## src/rtl/div_pkg.sv

```systemverilog
package div_pkg;

  function automatic int min_int(input int a, input int b);
    return (a < b) ? a : b;
  endfunction

  // first boundary carrying a register; the run is clamped to fit the chain
  function automatic int reg_start(input int q_w, input int lat, input int place);
    int st;
    st = q_w - 1 - place;
    if (st > q_w - lat) st = q_w - lat;
    if (st < 0) st = 0;
    return st;
  endfunction

  function automatic bit stage_reg(input int s, input int q_w, input int lat, input int place);
    int st;
    st = reg_start(q_w, lat, place);
    return (lat > 0) && (s >= st) && (s < st + lat);
  endfunction

endpackage

```

## src/rtl/div_stage.sv

```systemverilog
module div_stage #(
  parameter int D_W = 4,
  parameter int Q_W = 8,
  parameter int BIT = 0
) (
  input  logic [D_W-1:0] pr_i,
  input  logic [Q_W-1:0] qacc_i,
  input  logic           nbit_i,
  input  logic [D_W-1:0] den_i,
  output logic [D_W-1:0] pr_o,
  output logic [Q_W-1:0] qacc_o
);

  logic [D_W:0] trial;

  always_comb begin
    trial  = {pr_i, nbit_i};
    qacc_o = qacc_i;
    if (trial >= {1'b0, den_i}) begin
      pr_o        = trial[D_W-1:0] - den_i;
      qacc_o[BIT] = 1'b1;
    end else begin
      pr_o = trial[D_W-1:0];
    end
    // a bounded partial remainder stays bounded
    if (den_i != '0 && pr_i < den_i)
      p_stage_bound_r2: assert (pr_o < den_i);
  end

endmodule

```

## src/rtl/div_pipe_reg.sv

```systemverilog
module div_pipe_reg #(
  parameter int W = 8
) (
  input  logic         clk_i,
  input  logic         rst_ni,
  input  logic         ce_i,
  input  logic [W-1:0] d_i,
  output logic [W-1:0] q_o
);

  always_ff @(posedge clk_i or negedge rst_ni) begin
    if (!rst_ni)   q_o <= '0;
    else if (ce_i) q_o <= d_i;
  end

endmodule

```

## src/rtl/div_result.sv

```systemverilog
module div_result #(
  parameter int D_W = 4,
  parameter int Q_W = 8,
  parameter int N_W = 8,
  parameter int R_W = 4
) (
  input  logic           dbz_i,
  input  logic [Q_W-1:0] qacc_i,
  input  logic [D_W-1:0] pr_i,
  input  logic [N_W-1:0] num_i,
  output logic [Q_W-1:0] quot_o,
  output logic [R_W-1:0] rem_o
);

  always_comb begin
    if (dbz_i) begin
      quot_o = '1;
      rem_o  = num_i[R_W-1:0];
    end else begin
      quot_o = qacc_i;
      rem_o  = pr_i[R_W-1:0];
    end
  end

endmodule

```

## src/rtl/pipe_divider.sv

```systemverilog
module pipe_divider #(
  parameter int N_W    = 8,
  parameter int D_W    = 4,
  parameter int DMIN_W = 1,
  parameter int LAT    = 0,
  parameter int PLACE  = (N_W - DMIN_W + 1) / 2,
  localparam int Q_W   = N_W - DMIN_W + 1,
  localparam int R_W   = div_pkg::min_int(N_W, D_W)
) (
  input  logic           clk_i,
  input  logic           rst_ni,
  input  logic           ce_i,
  input  logic [N_W-1:0] num_i,
  input  logic [D_W-1:0] den_i,
  output logic [Q_W-1:0] quot_o,
  output logic [R_W-1:0] rem_o
);

  localparam int PR_LO   = 0;
  localparam int QA_LO   = PR_LO + D_W;
  localparam int NM_LO   = QA_LO + Q_W;
  localparam int DN_LO   = NM_LO + N_W;
  localparam int DZ_BIT  = DN_LO + D_W;
  localparam int BUS_W   = DZ_BIT + 1;
  localparam int MIN_DEN = 1 << (DMIN_W - 1);
  localparam int P_W     = N_W + D_W + 1;

  logic [BUS_W-1:0] bus [Q_W+1];
  logic [D_W-1:0]   init_pr;

  // numerator bits above the quotient range seed the partial remainder
  if (Q_W == N_W) begin : g_seed_zero
    assign init_pr = '0;
  end else begin : g_seed_hi
    assign init_pr = D_W'(num_i[N_W-1:Q_W]);
  end

  assign bus[0] = {(den_i == '0), den_i, num_i, {Q_W{1'b0}}, init_pr};

  for (genvar s = 0; s < Q_W; s++) begin : g_stage
    logic [BUS_W-1:0] comb_bus;

    div_stage #(.D_W(D_W), .Q_W(Q_W), .BIT(Q_W - 1 - s)) u_stage (
      .pr_i  (bus[s][PR_LO +: D_W]),
      .qacc_i(bus[s][QA_LO +: Q_W]),
      .nbit_i(bus[s][NM_LO + Q_W - 1 - s]),
      .den_i (bus[s][DN_LO +: D_W]),
      .pr_o  (comb_bus[PR_LO +: D_W]),
      .qacc_o(comb_bus[QA_LO +: Q_W])
    );
    assign comb_bus[BUS_W-1:NM_LO] = bus[s][BUS_W-1:NM_LO];

    if (div_pkg::stage_reg(s, Q_W, LAT, PLACE)) begin : g_reg
      div_pipe_reg #(.W(BUS_W)) u_reg (
        .clk_i (clk_i),
        .rst_ni(rst_ni),
        .ce_i  (ce_i),
        .d_i   (comb_bus),
        .q_o   (bus[s+1])
      );
    end else begin : g_wire
      assign bus[s+1] = comb_bus;
    end
  end

  logic           dbz_f;
  logic [D_W-1:0] den_f, pr_f;
  logic [N_W-1:0] num_f;
  logic [Q_W-1:0] qacc_f;

  assign dbz_f  = bus[Q_W][DZ_BIT];
  assign den_f  = bus[Q_W][DN_LO +: D_W];
  assign num_f  = bus[Q_W][NM_LO +: N_W];
  assign qacc_f = bus[Q_W][QA_LO +: Q_W];
  assign pr_f   = bus[Q_W][PR_LO +: D_W];

  div_result #(.D_W(D_W), .Q_W(Q_W), .N_W(N_W), .R_W(R_W)) u_result (
    .dbz_i (dbz_f),
    .qacc_i(qacc_f),
    .pr_i  (pr_f),
    .num_i (num_f),
    .quot_o(quot_o),
    .rem_o (rem_o)
  );

  logic [P_W-1:0] recon;
  assign recon = P_W'(qacc_f) * P_W'(den_f) + P_W'(pr_f);

  p_identity_r1: assert property (@(posedge clk_i) disable iff (!rst_ni)
    (!dbz_f && int'(den_f) >= MIN_DEN) |-> (recon == P_W'(num_f)));

  p_rem_bound_r2: assert property (@(posedge clk_i) disable iff (!rst_ni)
    (!dbz_f && int'(den_f) >= MIN_DEN) |-> (pr_f < den_f));

  if (LAT > 0) begin : g_hold_chk
    p_hold_r5: assert property (@(posedge clk_i) disable iff (!rst_ni)
      !ce_i |=> ($stable(quot_o) && $stable(rem_o)));
  end

endmodule

```

## config.mk

```make
export PLATFORM = sky130hd
export DESIGN_NAME = pipe_divider
export DESIGN_NICKNAME = d
export VERILOG_FILES = /design/src/rtl/div_pkg.sv /design/src/rtl/div_stage.sv /design/src/rtl/div_pipe_reg.sv /design/src/rtl/div_result.sv /design/src/rtl/pipe_divider.sv
export SDC_FILE = /design/constraint.sdc
export NUM_CORES = 1
export LEC_CHECK = 0
export CORE_UTILIZATION = 60
export DETAILED_ROUTE_END_ITERATION = 10
export GPL_ROUTABILITY_DRIVEN = 0
export PLACE_DENSITY_LB_ADDON = 0.05
export SKIP_LAST_GASP = 1
export SYNTH_ARGS = -nofsm -noshare
export SYNTH_HDL_FRONTEND = slang
export SYNTH_HIERARCHICAL = 1
export SYNTH_SLANG_ARGS = --single-unit
```

## constraint.sdc

```tcl
create_clock -name vclk -period 19.65
set_input_delay 3.93 -clock vclk [all_inputs]
set_output_delay 3.93 -clock vclk [all_outputs]
set_load 0.01 [all_outputs]
```

# Word-level counts from Yosys, hierarchy flattened
# Cells that the tools add are included.
# W data, S select, Z words.
classes:
  n_reduce_logical: 1
  n_bitwise: 0
  shifts: 0
  magnitude_cmp: 8
  n_addsub: 8
  mux: 18
  mul: 0
  n_eq_ne: 0
  div_mod_pow: 0
op_table:
  columns: ["op", "count"]
  rows:
  - ["$mux W4", 9]
  - ["$ge A5 B4 Y1", 7]
  - ["$sub A4 B4 Y4", 7]
  - ["$mux W1", 8]
  - ["$mux W8", 1]
  - ["$ge A1 B4 Y1", 1]
  - ["$logic_not A4 Y1", 1]
  - ["$sub A1 B4 Y4", 1]
totals:
  latchBits: 0
  rom_bits: 0
  n_memories: 0
  regBits: 0
  ram_bits: 0
  elab_cells: 35

# Longest topological paths before layout
# Gate-level depths: netlist of the first run.
logic_depth:
  ltp_word: 17
  ltp_mapped: 36

# Hierarchy
# Netlist of the first run, hierarchy kept.
modules_own_cells:
  columns: ["module", "instances", "cells_each", "area_per_inst_um2"]
  rows:
  - ["div_stage at g_stage[2].u_stage ...", 5, 36, 291.5]
  - ["div_stage at g_stage[0].u_stage ...", 3, 38, 284.0]
  - ["div_result", 1, 13, 113.9]
  - ["pipe_divider", 1, 2, 16.3]

# Least setup slack after synthesis of the first run
# No wires, ideal clock.
synth_path:
  path_kind: "input to output"
  start: "input port num_i[7]"
  end: "output port rem_o[1]"
  n_path_buf: 0
  slack_ps: 3451
  path_stages: 35
  arrival_ps: 12269
  cell_sequence: "inv_1 -> ha_1 -> inv_1 -> fa_1 -> xor2_1 -> mux2_4 -> ha_1 -> nor4_1 -> a22o_2 -> mux2_4 -> ha_1 -> o21ai_2 -> a22o_4 -> mux2_4 -> ha_1 -> o21ai_2 -> a22o_4 -> mux2_4 -> ha_1 -> o21ai_2 -> a22o_4 -> mux2_4 -> ha_1 -> o21ai_2 -> a22o_4 -> mux2_4 -> ha_1 -> o21ai_2 -> a22o_4 -> mux2_4 -> ha_1 -> o21ai_1 -> a22o_2 -> mux2_4 -> mux2_4"
synth_rtl:
  columns: ["item", "line_no", "text"]
  rows:
  - ["from (decl)", "pipe_divider.sv:13", "input logic [N_W-1:0] num_i,"]
  - ["to (decl)", "pipe_divider.sv:16", "output logic [R_W-1:0] rem_o"]

==> results_dict.tcl, run 1 <==
set metrics [dict create \
    endpoint_kind "output pin" \
    min_period_ns 18.04 \
    grt_pass1_wl_um 7200 \
    crit_fanout 9 \
    ys_warn_count 6 \
    cts_hold_buf 0 \
    wire_per_inst_um 11.5 \
    first_global_vias 1696 \
    core_um2 3770 \
    hp-start "num_i[0]" \
    postCtsSetupBuffers 0 \
    portBuffers 24 \
    cp-start-kind "input pin" \
    crit_family "multiplexers" \
    cp_common_cell "ha_1" \
    drt_iter0_drc 34 \
    setup_violations 0 \
    synth_cell_types 25 \
    drc_errors 0 \
    start_util 0.647 \
    critPathSlowestCell "clkdlybuf4s50_1" \
    drt-pass1-iter-count 4 \
    maxCapViolCount 0 \
    outcome "complete, no violations" \
    min_path_type "input pin to output pin" \
    ys_top_cells_by_area "buf_4 (17%), ha_1 (16%), mux2_4 (11%)" \
    layout.nets 353 \
    fmax_mhz 55.4 \
    min_path_cells 3 \
    slew_viol_final 0 \
    postCtsResizedCells 0 \
    met1_usage 0.278 \
    fp.dieW_um 65.8 \
    synth_top_cells_by_count "buf_4 (56), inv_1 (40), ha_1 (32)" \
    grt_max_degree 10 \
    synth_area_um2 2440 \
    min_period_over_period 0.918 \
    grt.overflow.total 0 \
    antenna_found_initial 0 \
    vias 1756 \
    yosysTopAreaCellShare 0.172 \
    avgSynthCellArea_um2 7.90 \
    use_met3 0.00345 \
    antenna_left 0 \
    path_class "input pin to output pin" \
    yosysSeqAreaShare 0 \
    timing.final.hold_violations 0 \
    die-area_um2 4330 \
    drt-total-wl_um 3970 \
    antennaDiodeCount 0 \
    crit_arrival_ns 14.11 \
    fin_setup_tns_ns 0 \
    seq_cells 0 \
    via_per_inst 5.10 \
    clock_buffer_count 0 \
    synth_top_area_cell "buf_4" \
    drive_above_1_share 0.135 \
    min_to "rem_o[0]" \
    max_stage_delay_ns 0.76 \
    seq_area_um2 0 \
    tightest_slew_ns 0.578 \
    rows 22 \
    fp.dieH_um 65.8 \
    fin_util 0.633 \
    critPathBufInv 3 \
    io_pins 27 \
    required_ns 15.72 \
    synthCells 309 \
    relSlewSlack 0.611 \
    rsz0062_at_grt "false" \
    busiest_layer "met2" \
    met2_usage 0.378 \
    grtUsageTotal 0.205 \
    synth_most_common_cell "buf_4" \
    syn_to_final_growth_pct -2.15 \
    dpl.hpwl_um 3400 \
]
[cell type report]
cell class / instances / area [µm²]
inverters: 40 / 150
multi-input cells: 231 / 1930
fillers: 343 / 1380
well taps: 48 / 60.1
repair buffers: 25 / 248
[worst max-delay path by stage]
stage | from | end | slack, ns | depth (start not counted)
global placement | den_i[0] | rem_o[2] | 1.62 | 36
global route | den_i[0] | rem_o[2] | 0.88 | 36
CTS | den_i[1] | rem_o[2] | 1.59 | 36
finish | den_i[0] | rem_o[2] | 1.61 | 36
floorplan | num_i[7] | rem_o[1] | 3.45 | 35
detailed placement | den_i[1] | rem_o[2] | 1.63 | 36
[routing by layer]
metal  routed length, µm  share of wire
met5                   0              0
met4                  18         0.0045
met3                  72          0.018
met2                1830           0.46
met1                2050           0.52
[logic make-up after synthesis]
group | count (synthesis) | share of synthesized area
other | 1 | 0.00154
muxes | 33 | 0.176
AOI/OAI and AO/OA | 49 | 0.140
xor gates and xnor gates | 8 | 0.0287
adders and majority gates | 40 | 0.230
buffers and inverters | 97 | 0.238
and+or+nand+nor | 81 | 0.186
[stage by stage]
| stage | instances | hold slack (ns) | instance area [µm²] | setup slack [ns] |
|---|---|---|---|---|
| detailed placement | 344 | 8.99 | 2390 | 1.63 |
| global placement | 344 | 8.99 | 2390 | 1.62 |
| floorplan | 328 | 7.99 | 2510 | 3.45 |
| global route | 344 | 9.04 | 2390 | 0.879 |
| CTS | 344 | 9.00 | 2390 | 1.59 |
| finish | 344 | 8.99 | 2390 | 1.61 |
[placed cells by master, fill, tap and decap left out, drive strengths merged]
master / synthesis / final
mux2: 25 / 25
ha: 32 / 32
buf: 57 / 1
inv: 40 / 40
a21oi: 24 / 24
xor2: 8 / 8
clkdlybuf4s50: 0 / 24
conb: 1 / 20
nand2: 8 / 8
nand2b: 13 / 13
o21ai: 17 / 17
a22o: 8 / 8
nor2: 16 / 16
nand3b: 10 / 10
nor3: 13 / 13
or2: 8 / 8
fa: 8 / 8
mux2i: 8 / 8
nor4: 10 / 10
nor3b: 3 / 3
[worst min-delay path, cell delays in order]
cell,delay (ns)
clkdlybuf4s50_1,0.47
mux2_2,0.14
clkdlybuf4s50_1,0.52
Power of run 1 is not shown: default switching activity piles up to over one toggle a cycle in this logic, so the estimate is an artifact.
==> run 2: changes to the inputs <==
SLEW_MARGIN = 10   (was not set)
==> results of run 2 <==
No change in the layout: final DEF, timing and power equal those of run 1.
Power of run 2 is left out for the same reason.
==> run 3: changes to the inputs <==
PLACE_DENSITY = 0.84   (was not set)
PLACE_DENSITY_LB_ADDON = not set   (was 0.05)
==> results_dict.tcl, run 3 (synthesis results as in run 1) <==
set metrics [dict create \
    outcome "complete, no violations" \
    max_stage_delay_ns 0.77 \
    cp_common_cell "ha_1" \
    slew_viol_final 0 \
    drt_iter0_drc 49 \
    stdcell_area_um2 2390 \
    setup_ws_ns 1.49 \
    crit_end "rem_o[1]" \
    preCtsSetupSlack_ns 1.56 \
    dr_wl_met3_um 82 \
    fp.dieW_um 65.8 \
    fin_setup_tns_ns 0 \
    rsz0062_at_grt "false" \
    clock_buffer_count 0 \
    drc_errors 0 \
    io_pins 27 \
    relSlewSlack 0.415 \
    min_period_over_period 0.924 \
    antenna_found_initial 0 \
    start_util 0.647 \
    crit_fanout 9 \
    seq_area_um2 0 \
    vias 1823 \
    cp-start-kind "input pin" \
    layout.nets 353 \
    worstSetupStartpoint "den_i[0]" \
    grt_max_degree 10 \
    tightest_slew_ns 0.871 \
    postCtsSetupBuffers 0 \
    first_global_vias 1757 \
    die-area_um2 4330 \
    path_class "input pin to output pin" \
    timing.final.hold_violations 0 \
    top_layer_used "met4" \
    min_path_type "input pin to output pin" \
    final_cell_mix "inv_1 (40), ha_1 (32), a21oi_1 (24), clkdlybuf4s50_1 (24), conb_1 (20)" \
    fin_util 0.633 \
    core_um2 3770 \
    crit_cells 36 \
    seq_cells 0 \
    wl_met1_um 1970 \
    wl_met2_um 2150 \
    fillers 326 \
    maxCapViolCount 0 \
    endpoint_kind "output pin" \
    crit_family "multiplexers" \
    multi_input_area_um2 1930 \
    antennaDiodeCount 0 \
    min_period_ns 18.16 \
    crit_arrival_ns 14.23 \
    drt-total-wl_um 4230 \
    portBuffers 24 \
    wire_per_inst_um 12.3 \
    drt-pass1-iter-count 4 \
    drive_above_1_share 0.135 \
    antenna_left 0 \
    fmax_mhz 55.1 \
    hp-start "num_i[2]" \
    postCtsResizedCells 0 \
    rows 22 \
    required_ns 15.72 \
    grtUsageTotal 0.215 \
    via_per_inst 5.30 \
    dpl.hpwl_um 3610 \
    dpl_cell_area_um2 2390 \
    cts_hold_buf 0 \
    grt.overflow.total 0 \
    min_path_cells 3 \
    syn_to_final_growth_pct -2.15 \
    final_common_cell "inv_1" \
    fp.dieH_um 65.8 \
    critPathSlowestCell "clkdlybuf4s50_1" \
    critPathBufInv 3 \
    setup_violations 0 \
    grt_pass1_wl_um 7510 \
]
==> run 3: cell counts in the layout (fill, tap and decap cells not counted) <==
Identical to the previous run, type by type.
==> run 3: tightest hold or removal path: cells and delay by family <==
kind,cells,cell delay (ns)
muxes,1,0.14
buffers and inverters,2,0.99
==> run 3: worst min-delay path by stage <==
stage	to	slack [ns]
floorplan	rem_o[1]	7.99
global placement	rem_o[0]	8.99
detailed placement	rem_o[0]	9.00
CTS	rem_o[2]	9.00
global route	rem_o[2]	9.03
finish	rem_o[2]	8.99
==> run 3: final cells by class <==
cell class,count,area share
Timing Repair Buffer,25,0.104
Multi-Input combinational cell,231,0.808
Inverter,40,0.0629
Tap cell,48,0.0252
==> run 3: metrics by stage <==
stage          std cells  hold WS, ns
6_report             344         8.99
2_1_floorplan        328         7.99
5_1_grt              344         9.03
3_5_place_dp         344         9.00
4_1_cts              344         9.00
3_3_place_gp         344         8.99
==> run 3: layer usage <==
layer  vias up  global-route usage
met5         -                   0
met4         0              0.0163
met3         2             0.00517
met2        30               0.418
met1       827               0.268
li1        964                   -
Power of run 3 is left out for the same reason.
